### src/rtl/nco_prog_pkg.sv
package nco_prog_pkg;

  typedef enum logic [1:0] {
    TGT_NONE  = 2'd0,
    TGT_STEP  = 2'd1,
    TGT_PH_LO = 2'd2,
    TGT_PH_HI = 2'd3
  } tgt_e;

  // Bit 3 separates step buffers from the phase buffer; bits 1:0 pick the lane.
  function automatic tgt_e decode_target(input logic [3:0] a);
    tgt_e t;
    if (!a[3]) begin
      t = TGT_STEP;
    end else begin
      case (a[1:0])
        2'b00:   t = TGT_PH_LO;
        2'b01:   t = TGT_PH_HI;
        default: t = TGT_NONE;
      endcase
    end
    return t;
  endfunction

endpackage

### src/rtl/nco_strobe_sync.sv
module nco_strobe_sync #(
  parameter int SYNC_STAGES = 2
) (
  input  logic clk,
  input  logic rst_n,
  input  logic strobe_async,
  output logic rise_pulse
);
  localparam int CHAIN = SYNC_STAGES + 1;

  logic [CHAIN-1:0] chain_q;
  logic [CHAIN-1:0] chain_d;

  always_comb begin
    chain_d = {chain_q[CHAIN-2:0], strobe_async};
  end

  always_ff @(posedge clk or negedge rst_n) begin
    if (!rst_n) chain_q <= '0;
    else        chain_q <= chain_d;
  end

  assign rise_pulse = chain_q[SYNC_STAGES-1] & ~chain_q[SYNC_STAGES];
endmodule

### src/rtl/nco_step_bank.sv
module nco_step_bank #(
  parameter int DATA_W = 8,
  parameter int LANES  = 4
) (
  input  logic                     clk,
  input  logic                     rst_n,
  input  logic                     wr_en,
  input  logic                     bank_sel,
  input  logic [1:0]               lane_sel,
  input  logic [DATA_W-1:0]        wdata,
  output logic [DATA_W*LANES-1:0]  step_a,
  output logic [DATA_W*LANES-1:0]  step_b
);
  localparam int NBANK = 2;

  for (genvar b = 0; b < NBANK; b++) begin : g_bank
    for (genvar l = 0; l < LANES; l++) begin : g_lane
      logic              lane_en;
      logic [DATA_W-1:0] lane_q;

      assign lane_en = wr_en && (int'(bank_sel) == b) && (int'(lane_sel) == l);

      always_ff @(posedge clk or negedge rst_n) begin
        if (!rst_n)       lane_q <= '0;
        else if (lane_en) lane_q <= wdata;
      end

      if (b == 0) begin : g_a
        assign step_a[l*DATA_W +: DATA_W] = lane_q;
      end else begin : g_b
        assign step_b[l*DATA_W +: DATA_W] = lane_q;
      end
    end
  end
endmodule

### src/rtl/nco_phase_buf.sv
module nco_phase_buf #(
  parameter int DATA_W = 8,
  parameter int LO_W   = 4
) (
  input  logic                    clk,
  input  logic                    rst_n,
  input  logic                    we_lo,
  input  logic                    we_hi,
  input  logic [DATA_W-1:0]       wdata,
  output logic [DATA_W+LO_W-1:0]  ph_q
);
  logic [LO_W-1:0]   lo_q;
  logic [DATA_W-1:0] hi_q;

  // Low part takes the upper bits of the byte.
  always_ff @(posedge clk or negedge rst_n) begin
    if (!rst_n)     lo_q <= '0;
    else if (we_lo) lo_q <= wdata[DATA_W-1 -: LO_W];
  end

  always_ff @(posedge clk or negedge rst_n) begin
    if (!rst_n)     hi_q <= '0;
    else if (we_hi) hi_q <= wdata;
  end

  assign ph_q = {hi_q, lo_q};
endmodule

### src/rtl/nco_prog_regs.sv
module nco_prog_regs #(
  parameter int DATA_W      = 8,
  parameter int LANES       = 4,
  parameter int SYNC_STAGES = 2
) (
  input  logic                        clk,
  input  logic                        rst_n,
  input  logic                        wr_strobe,
  input  logic                        cs_n,
  input  logic [3:0]                  addr,
  input  logic [DATA_W-1:0]           data,
  input  logic                        freq_sel,
  input  logic                        phase_src_sel,
  output logic [DATA_W*LANES-1:0]     step_word,
  output logic [DATA_W+4-1:0]         phase_word
);
  import nco_prog_pkg::*;

  localparam int ADDR_W  = 4;
  localparam int STEP_W  = DATA_W * LANES;
  localparam int PHASE_W = DATA_W + ADDR_W;

  logic [1:0]         rst_sync_q;
  logic               rst_n_int;
  logic               wr_go;
  logic               wr_ok;
  tgt_e               tgt;
  logic [STEP_W-1:0]  buf_a;
  logic [STEP_W-1:0]  buf_b;
  logic [PHASE_W-1:0] ph_buf;

  // Reset asserts at once, releases on the clock.
  always_ff @(posedge clk or negedge rst_n) begin
    if (!rst_n) rst_sync_q <= '0;
    else        rst_sync_q <= {rst_sync_q[0], 1'b1};
  end
  assign rst_n_int = rst_sync_q[1] & rst_n;

  nco_strobe_sync #(.SYNC_STAGES(SYNC_STAGES)) u_sync (
    .clk          (clk),
    .rst_n        (rst_n_int),
    .strobe_async (wr_strobe),
    .rise_pulse   (wr_go)
  );

  always_comb begin
    wr_ok = wr_go & ~cs_n;
    tgt   = decode_target(addr);
  end

  nco_step_bank #(.DATA_W(DATA_W), .LANES(LANES)) u_bank (
    .clk      (clk),
    .rst_n    (rst_n_int),
    .wr_en    (wr_ok && (tgt == TGT_STEP)),
    .bank_sel (addr[2]),
    .lane_sel (addr[1:0]),
    .wdata    (data),
    .step_a   (buf_a),
    .step_b   (buf_b)
  );

  nco_phase_buf #(.DATA_W(DATA_W), .LO_W(ADDR_W)) u_phase (
    .clk   (clk),
    .rst_n (rst_n_int),
    .we_lo (wr_ok && (tgt == TGT_PH_LO)),
    .we_hi (wr_ok && (tgt == TGT_PH_HI)),
    .wdata (data),
    .ph_q  (ph_buf)
  );

  always_comb begin
    step_word  = freq_sel      ? buf_a  : buf_b;
    phase_word = phase_src_sel ? ph_buf : {data, addr};
  end
endmodule

### config.mk
export PLATFORM = sky130hd
export DESIGN_NAME = nco_prog_regs
export DESIGN_NICKNAME = d
export VERILOG_FILES = /design/src/rtl/nco_prog_pkg.sv /design/src/rtl/nco_strobe_sync.sv /design/src/rtl/nco_step_bank.sv /design/src/rtl/nco_phase_buf.sv /design/src/rtl/nco_prog_regs.sv
export SDC_FILE = /design/constraint.sdc
export NUM_CORES = 1
export LEC_CHECK = 0
export CAP_MARGIN = 20
export CELL_PAD_IN_SITES_DETAIL_PLACEMENT = 0
export CELL_PAD_IN_SITES_GLOBAL_PLACEMENT = 1
export CORE_AREA = 2 2 94 96
export DETAILED_ROUTE_END_ITERATION = 12
export DIE_AREA = 0 0 96 98
export GPL_TIMING_DRIVEN = 0
export HOLD_SLACK_MARGIN = 0.05
export MAX_ROUTING_LAYER = met4
export PLACE_DENSITY_LB_ADDON = 0.08
export SKIP_CTS_REPAIR_TIMING = 1
export SYNTH_ARGS = -nofsm -noshare
export SYNTH_HDL_FRONTEND = slang
export SYNTH_SLANG_ARGS = --single-unit
### constraint.sdc
create_clock -name clk -period 4 [get_ports clk]
set_input_delay 0.8 -clock clk [delete_from_list [all_inputs] [get_ports clk]]
set_output_delay 0.8 -clock clk [all_outputs]
set_load 0.005 [all_outputs]
# Yosys cells after proc, flatten, opt, wreduce, memory -nomap -nowiden
# Index checks and enable logic that the tools add are counted.
# totals
mem_count,0
latchBits,0
word_cells,44
rom_bits,0
output_inout_bits,44
ramBits,0
ff_bits,81
in_bits,18
# classes
shifts,0
n_eq_ne,7
multipliers,0
n_reduce_logical,15
bitwise,6
n_lt_le_gt_ge,0
n_div,0
n_mux,4
addsub,0
# ops
op,n
$mux 32,1
$logic_and 1x1->1,13
$mux 12,1
$eq 2x2->1 const B,4
$eq 2x1->1 const B,3
$logic_not 2->1,2
$pmux 2 s2,1
$and 1x1->1,3
$not 1->1,3
$mux 2,1

# Logic depth before layout (Yosys ltp)
# Gate-level depths: netlist (run 1).
# depth
word_depth,7
mapped_depth,4
ltp_nobuf,3

# Modules after synthesis
# From an unflattened synthesis (run 1), not the netlist that was laid out.
# unflattened
cells_unflattened,231
area_unflattened_um2,3792.4
# by_module_without_submodules
module,instances,cells_each,area_per_inst_um2,seq_area_each_um2
nco_step_bank,1,143,2452.4,1601.5
nco_prog_regs,1,59,774.5,50.0
nco_phase_buf,1,25,476.7,300.3
nco_strobe_sync,1,4,88.8,75.1

# Worst setup path after synthesis (run 1)
# Ideal clock, no wire load.
# synth_timing
kind,input port to output port
from,in freq_sel
to,out step_word[10]
arrival_time_ps,1693
required_ps,3200
path_buffers,2
setup_slack_ps,1507
path_stages,3
path_cell_list,clkbuf_1 -> buf_1 -> mux2_2
# synth_between
elab_chain_len,1
# synth_lines
item,line_no,rtl
start: declaration,nco_prog_regs.sv:12,"input logic freq_sel,"
$mux 32,nco_prog_regs.sv:72,step_word = freq_sel ? buf_a : buf_b;
end: declaration,nco_prog_regs.sv:14,"output logic [DATA_W*LANES-1:0] step_word,"
# No other way between the ends.

# Worst setup path after layout (run 1)
# layout_timing
from,in phase_src_sel
to,out phase_word[2]
# layout_between
elab_chain_len,1
# layout_lines
item,line_no,rtl
start: declaration,nco_prog_regs.sv:13,"input logic phase_src_sel,"
$mux 12,nco_prog_regs.sv:73,"phase_word = phase_src_sel ? ph_buf : {data, addr};"
end: declaration,nco_prog_regs.sv:15,output logic [DATA_W+4-1:0] phase_word
# No other way between the ends.

==> flow_metrics.py, run 1 <==
metrics = {
    "timing": {
        "worst_margin_pin_slew_ps": 1030,
        "slew_violations": 0,
        "final_hold_viol_count": 0,
        "fin_worst_skew_ps": 11.1,
        "timing.fmax_mhz": 283,
        "max_slew_margin": 0.302,
        "fin_crit_sh": 0.882,
        "report.final.setup_viol": 0,
        "rsz_0062_raised_after_global_routing": "no",
        "fin_crit_ps": 3530,
        "timing.setup.tns_ps": 0,
        "timing.final.ws_setup_ps": 472,
    },
    "logic_synthesis": {
        "synth_nets": 255,
        "synthesis.instances": 237,
        "synthDistinctLibCells": 24,
        "ys_seq_area_frac": 0.559,
        "compound_gate_fraction_of_synth_area": 0,
        "synth_area_sq_um": 3620,
        "synthSimpleGateAreaFrac": 0.0376,
        "synth_ff_type": "dfrtp_1",
        "ys_warn_count": 0,
        "asyncSetResetFlopFracSynth": 1.00,
        "synth_enable_flop_cells": 0,
        "syn_area_per_cell_sq_um": 15.3,
        "largest_family_of_logic_cells_by_synthesized_area": "multiplexers",
        "ys_ff_latch": 81,
        "yosys.area_share.adder": 0,
        "synth_mux_area_frac": 0.381,
        "yosys.area_share.xor_xnor": 0,
    },
    "placement": {
        "io_buffers": 55,
        "gp_routability_congestion": 0.745,
        "detailed_place_hpwl_microns": 4920,
        "place_ws_ps": 488,
        "place.detailed.instances": 401,
    },
    "die": {
        "num_ports": 62,
        "initial_core_util": 0.428,
        "core_area_sq_um": 8470,
        "chipWidth_microns": 96,
        "floorplan.rows": 34,
        "die_y_microns": 98,
        "fp.dieArea_sq_um": 9410,
    },
    "critical_path": {
        "setup.worst_path.start_class": "primary input",
        "path_class": "primary input to output port",
        "cp_max_fo": 10,
        "worst-endpoint-arrival_ps": 2730,
        "worst_ep_required_time_ps": 3200,
        "critical_path_end_type": "output port",
    },
    "clocking": {
        "clock-sinks": 81,
        "clk_pin_slew_ps": 80,
        "cts.htree.levels": 3,
        "tritoncts": "yes",
        "clock_root_buffer": "clkbuf_8",
        "tritoncts.num_buffers": 9,
        "cts-root-to-sink-buffers": 2,
        "insertion_delay_to_the_later_sink_of_the_worst_skew_pair_ps": 340,
    },
    "cells_and_area": {
        "register_area_sq_um": 2030,
        "post_route_cells_drive_above_1_share": 0.463,
        "design.final.nets": 322,
        "multiInputGateArea_sq_um": 1520,
        "stdcell_count": 417,
        "layout.filler_cells": 732,
        "area.growth.synth_to_final_pct": 25.4,
        "num_antenna_cells": 0,
    },
    "route": {
        "routed_via_density": 5.09,
        "antenna_violating_nets_post_route": 0,
        "detailedRoute.firstIterationViolations": 66,
        "routed-via-count": 2123,
        "routedWlPerCell_microns": 17.9,
        "drtPass1Iterations": 4,
        "wirelength_routed_microns": 7460,
        "detail_route.drc_violations": 0,
    },
    "pwr": {
        "leak_uw": 0.00211,
        "ir_worst_vdd_uv": 238,
        "p_per_area_nw_per_um2": 441,
        "p_total_uw": 2000,
    },
    "grt": {
        "antenna_found_initial": 0,
        "grt_pass1_wl_microns": 12000,
        "grt_util_all_layers": 0.177,
        "gr-total-overflow": 0,
        "first_global_vias": 2219,
        "grt_start_max_net_pins": 42,
    },
    "worst_hold_path": {
        "timing.hold.worst.class": "flop to async pin",
    },
    "outcome": {
        "run_status": "finished, final reports clean",
    },
    "flow_run": {
        "maxCapViolations": 0,
    },
}
==> power breakdown <==
| part | total (uW) | leakage (uW) | internal, uW | switching, uW |
|---|---|---|---|---|
| Sequential | 978 | 0.00107 | 927 | 50.1 |
| Clock | 641 | 0.0000995 | 351 | 290 |
| Combinational | 383 | 0.000939 | 257 | 126 |
| Total | 2000 | 0.00211 | 1540 | 466 |
==> routing by layer <==
metal  vias to the layer above  global-route usage  wire [microns]
li1                        984                   -               -
met1                      1077               0.248            3690
met2                        50               0.257            3360
met3                        12              0.0293             268
met4                         0              0.0703             142
met5                         -                   -               0
==> synthesized netlist by cell type, types with 2 or more instances <==
cell      count  area, sq um
nand3b_2      2         22.5
dfrtp_1      81         2030
mux2_2      111         1250
mux2_4        8          120
buf_1         7         26.3
clkbuf_1      7         26.3
nor2_1        3         11.3
nand4_1       2         12.5
==> final cells by class <==
cell class / count / share of cell area
buffer: 17 / 0.0168
clock inverter: 5 / 0.0176
sequential: 81 / 0.446
multi-input combinational: 139 / 0.335
clock buffer: 11 / 0.0289
tap: 108 / 0.0297
timing repair buffer: 56 / 0.126
==> worst paths after layout <==
check / from / end / slack, ps / depth (start not counted)
max: phase_src_sel / phase_word[2] / 470 / 4
min: rst_sync_q[1] / u_bank.g_bank[0].g_lane[3].lane_q[5] / 360 / 1
max reg2reg: u_sync.chain_q[2] / u_bank.g_bank[1].g_lane[1].lane_q[5] / 1740 / 4
min reg2reg: rst_sync_q[1] / u_bank.g_bank[0].g_lane[3].lane_q[5] / 360 / 1
max in group asynchronous: rst_n / u_phase.hi_q[1] / 2370 / 3
min in group clk: u_sync.chain_q[0] / u_sync.chain_q[1] / 360 / 0
==> critical path, cell delays in order <==
cell and delay (ps):
clkdlybuf4s50_1 520, buf_1 510, mux2_2 420, clkdlybuf4s50_1 470
==> placed cells by master, fill, tap and decap left out <==
master / count
buf_12: 1
nand3_1: 1
buf_6: 1
clkinv_2: 1
mux2_2: 111
clkbuf_8: 9
buf_1: 7
buf_2: 1
dfrtp_1: 81
buf_4: 1
nand2_1: 1
or4b_4: 1
nand3_2: 1
and3_1: 1
nand4_1: 2
nor4b_1: 1
nor2b_1: 1
and4b_1: 1
mux2_4: 8
clkbuf_1: 9
bufinv_16: 2
conb_1: 1
or4b_1: 1
clkinvlp_4: 2
clkdlybuf4s50_1: 55
nand3b_2: 2
mux2_1: 1
nor2_1: 3
nor3_2: 1
and2_4: 1
==> metrics by stage <==
stage | utilization | cell area, sq um | hold slack, ps
2_1_floorplan | - | 3620 | 331
3_3_place_gp | 0.509 | 4310 | 341
3_5_place_dp | 0.512 | 4330 | 336
4_1_cts | 0.537 | 4540 | 359
5_1_grt | 0.537 | 4540 | 373
6_report | 0.537 | 4540 | 357
==> registers in the layout, summed over array words and instances (netlist names) <==
| register | flops |
|---|---|
| u_bank.g_bank.g_lane.lane_q | 64 |
| rst_sync_q | 2 |
| u_phase.lo_q | 4 |
| u_phase.hi_q | 8 |
| u_sync.chain_q | 3 |
==> logic make-up after synthesis <==
| kind of cell | Yosys count |
|---|---|
| buf+inv | 17 |
| flops | 81 |
| mux | 120 |
| other cells | 1 |
| simple gates | 18 |
Note: power is estimated with default switching activity, not from simulation.
==> run 2, diff against run 1 <==
--- a/config.mk
+++ b/config.mk
@@ -5,12 +5,13 @@
 export SDC_FILE = /design/constraint.sdc
 export NUM_CORES = 1
 export LEC_CHECK = 0
+export ABC_AREA = 1
 export CAP_MARGIN = 20
 export CELL_PAD_IN_SITES_DETAIL_PLACEMENT = 0
 export CELL_PAD_IN_SITES_GLOBAL_PLACEMENT = 1
-export CORE_AREA = 2 2 94 96
+export CORE_AREA = 2 2 101 103
 export DETAILED_ROUTE_END_ITERATION = 12
-export DIE_AREA = 0 0 96 98
+export DIE_AREA = 0 0 103 105
 export GPL_TIMING_DRIVEN = 0
 export HOLD_SLACK_MARGIN = 0.05
 export MAX_ROUTING_LAYER = met4
==> flow_metrics.py, run 2 <==
metrics = {
    "pwr": {
        "p_per_area_nw_per_um2": 419,
        "ir_worst_vdd_uv": 192,
        "leak_uw": 0.00234,
    },
    "cells_and_area": {
        "max_flop_register": "u_bank.g_bank.g_lane.lane_q",
        "post_route_cells_drive_above_1_share": 0.145,
        "design.final.nets": 502,
        "design_area_sq_um": 4730,
        "stdcell_count": 622,
        "layout_top_registers": "u_bank.g_bank.g_lane.lane_q: 64 flops, u_phase.hi_q: 8 flops, u_phase.lo_q: 4 flops",
        "layout_commonest_cell": "nand2_1",
        "layout.filler_cells": 970,
        "commonest_cells_after_routing_fill_and_taps_aside": "155 x nand2_1, 81 x dfrtp_1, 72 x nand4_1, 51 x clkdlybuf4s50_1, 30 x mux2_2",
        "area.growth.synth_to_final_pct": 23.8,
        "finish.utilization": 0.490,
        "largest_register_ffs": 64,
        "num_antenna_cells": 0,
    },
    "critical_path": {
        "crit_top_cell": "clkdlybuf4s50_1",
        "worst_ep_required_time_ps": 3200,
        "path_class": "primary input to output port",
        "setup.worst_path.start_class": "primary input",
        "cpPeakStageDelay_ps": 600,
        "critical_path_end_type": "output port",
        "worst-endpoint-arrival_ps": 2520,
        "critical_path.cell_chain": "clkdlybuf4s50_1 -> clkinv_1 -> o21ai_0 -> clkdlybuf4s50_1",
        "worst_path_cell_with_the_longest_stage_delay": "clkdlybuf4s50_1",
        "worstPathBufferInverterCount": 3,
        "path_delay_family": "buffers and inverters",
        "cp_max_fo": 9,
    },
    "logic_synthesis": {
        "synthesis.instances": 421,
        "synth_nets": 439,
        "synth_top_area_frac": 0.531,
        "ys_warn_count": 0,
        "synth_ff_type": "dfrtp_1",
        "ys_ff_latch": 81,
        "synth_enable_flop_cells": 0,
        "asyncSetResetFlopFracSynth": 1.00,
        "synth_top_area_cell": "dfrtp_1",
        "syn_area_per_cell_sq_um": 9.07,
        "synthDistinctLibCells": 19,
        "leading_cell_types_by_total_area_after_synthesis": "dfrtp_1 53%, nand2_1 15%, nand4_1 12%",
        "yosys.cell_count.top_type": "nand2_1",
        "synth_commonest_cells": "155 x nand2_1, 81 x dfrtp_1, 72 x nand4_1",
        "synth_area_sq_um": 3820,
        "ys_seq_area_frac": 0.531,
    },
    "timing": {
        "final_hold_viol_count": 0,
        "timing.fmax_mhz": 301,
        "worst_margin_pin_slew_ps": 671,
        "rsz_0062_raised_after_global_routing": "no",
        "fin_crit_sh": 0.831,
        "fin_crit_ps": 3320,
        "hold_ws_ps": 308,
        "slew_violations": 0,
        "max_slew_margin": 0.553,
        "report.final.setup_viol": 0,
        "fin_worst_skew_ps": 8.57,
    },
    "die": {
        "die_y_microns": 105,
        "num_ports": 62,
        "floorplan.rows": 36,
        "chipWidth_microns": 103,
        "fp.dieArea_sq_um": 10800,
        "initial_core_util": 0.396,
        "core_area_sq_um": 9640,
    },
    "clocking": {
        "insertion_delay_to_the_later_sink_of_the_worst_skew_pair_ps": 360,
        "clock_root_buffer": "clkbuf_8",
        "tritoncts.num_buffers": 9,
        "cts.htree.levels": 3,
        "tritoncts": "yes",
        "clk_pin_slew_ps": 90,
        "clock-sinks": 81,
        "cts-root-to-sink-buffers": 2,
    },
    "route": {
        "drtPass1Iterations": 4,
        "detailedRoute.firstIterationViolations": 192,
        "routed-via-count": 3224,
        "wirelength_routed_microns": 10500,
        "detail_route.drc_violations": 0,
        "routed_via_density": 5.18,
        "antenna_violating_nets_post_route": 0,
        "routedWlPerCell_microns": 16.8,
    },
    "grt": {
        "grt_util_all_layers": 0.215,
        "antenna_found_initial": 0,
        "grt_start_max_net_pins": 50,
        "first_global_vias": 3240,
        "gr-total-overflow": 0,
        "grt_pass1_wl_microns": 17400,
    },
    "placement": {
        "detailed_place_hpwl_microns": 7170,
        "placement.cell_area_sq_um": 4520,
        "io_buffers": 51,
        "gp_routability_congestion": 0.771,
        "place.detailed.instances": 606,
    },
    "flow_run": {
        "maxCapViolations": 0,
    },
    "outcome": {
        "run_status": "finished, final reports clean",
    },
    "worst_hold_path": {
        "timing.hold.worst.class": "flop to async pin",
    },
}
## run 2: cell types whose count changed after synthesis, sizes merged, moves of 8 or more
cell    change
clkbuf      +8
inv        +14
mux2       -88
nand2     +154
nand4      +70
o21ai      +24
## run 2: worst paths after layout
kind | from | end | slack, ps | cells past startpoint
max reg2reg | u_sync.chain_q[2] | u_bank.g_bank[1].g_lane[2].lane_q[4] | 2330 | 6
max | addr[3] | phase_word[3] | 680 | 4
min in group clk | rst_sync_q[0] | rst_sync_q[1] | 360 | 0
min reg2reg | rst_sync_q[1] | u_bank.g_bank[0].g_lane[0].lane_q[5] | 310 | 2
min | rst_sync_q[1] | u_bank.g_bank[0].g_lane[0].lane_q[5] | 310 | 2
max in group asynchronous | rst_n | u_bank.g_bank[0].g_lane[2].lane_q[6] | 2450 | 4
## run 2: worst min-delay path: stages, from the launching register on
cell,delay [ps]
dfrtp_1,330
nand2_1,80
inv_4,320
## run 2: layer usage
| metal | share of wire | global-route usage | vias to the layer above |
|---|---|---|---|
| li1 | - | - | 1566 |
| met1 | 0.49 | 0.317 | 1561 |
| met2 | 0.45 | 0.311 | 91 |
| met3 | 0.055 | 0.0308 | 6 |
| met4 | 0.0069 | 0.0583 | 0 |
| met5 | 0 | - | - |
## run 2: kinds of logic after synthesis
| kind of cell | after synthesis | share of synthesized area |
|---|---|---|
| other | 1 | 0.000982 |
| AND/OR/NAND/NOR | 235 | 0.288 |
| AO/OA/AOI/OAI | 24 | 0.0315 |
| buffers and inverters | 48 | 0.0538 |
| multiplexers | 32 | 0.0944 |
| flip-flops | 81 | 0.531 |
## run 2: area by class of cell
| class | instances | area, sq um | share of cell area |
|---|---|---|---|
| multi-input cells | 292 | 1590 | 0.335 |
| well taps | 133 | 166 | 0.0352 |
| plain buffers | 32 | 145 | 0.0307 |
| flip-flops and latches | 81 | 2030 | 0.429 |
| clock inverters | 7 | 77.6 | 0.0164 |
| inverters | 16 | 62.6 | 0.0132 |
| repair buffers | 52 | 538 | 0.114 |
| clock buffers | 9 | 124 | 0.0262 |
## run 2: through the flow
stage | total power, uW | TNS [ps] | setup WS [ps]
2_1_floorplan | 1190 | 0 | 1140
3_3_place_gp | 1370 | -32720 | -419
3_5_place_dp | 1380 | 0 | 642
4_1_cts | 2000 | 0 | 642
5_1_grt | 2100 | 0 | 555
6_report | 1980 | 0 | 677
## run 2: report_power, final
part | total [uW] | internal, uW | switching, uW
registers | 978 | 925 | 52.9
logic | 383 | 199 | 184
clock network | 617 | 294 | 323
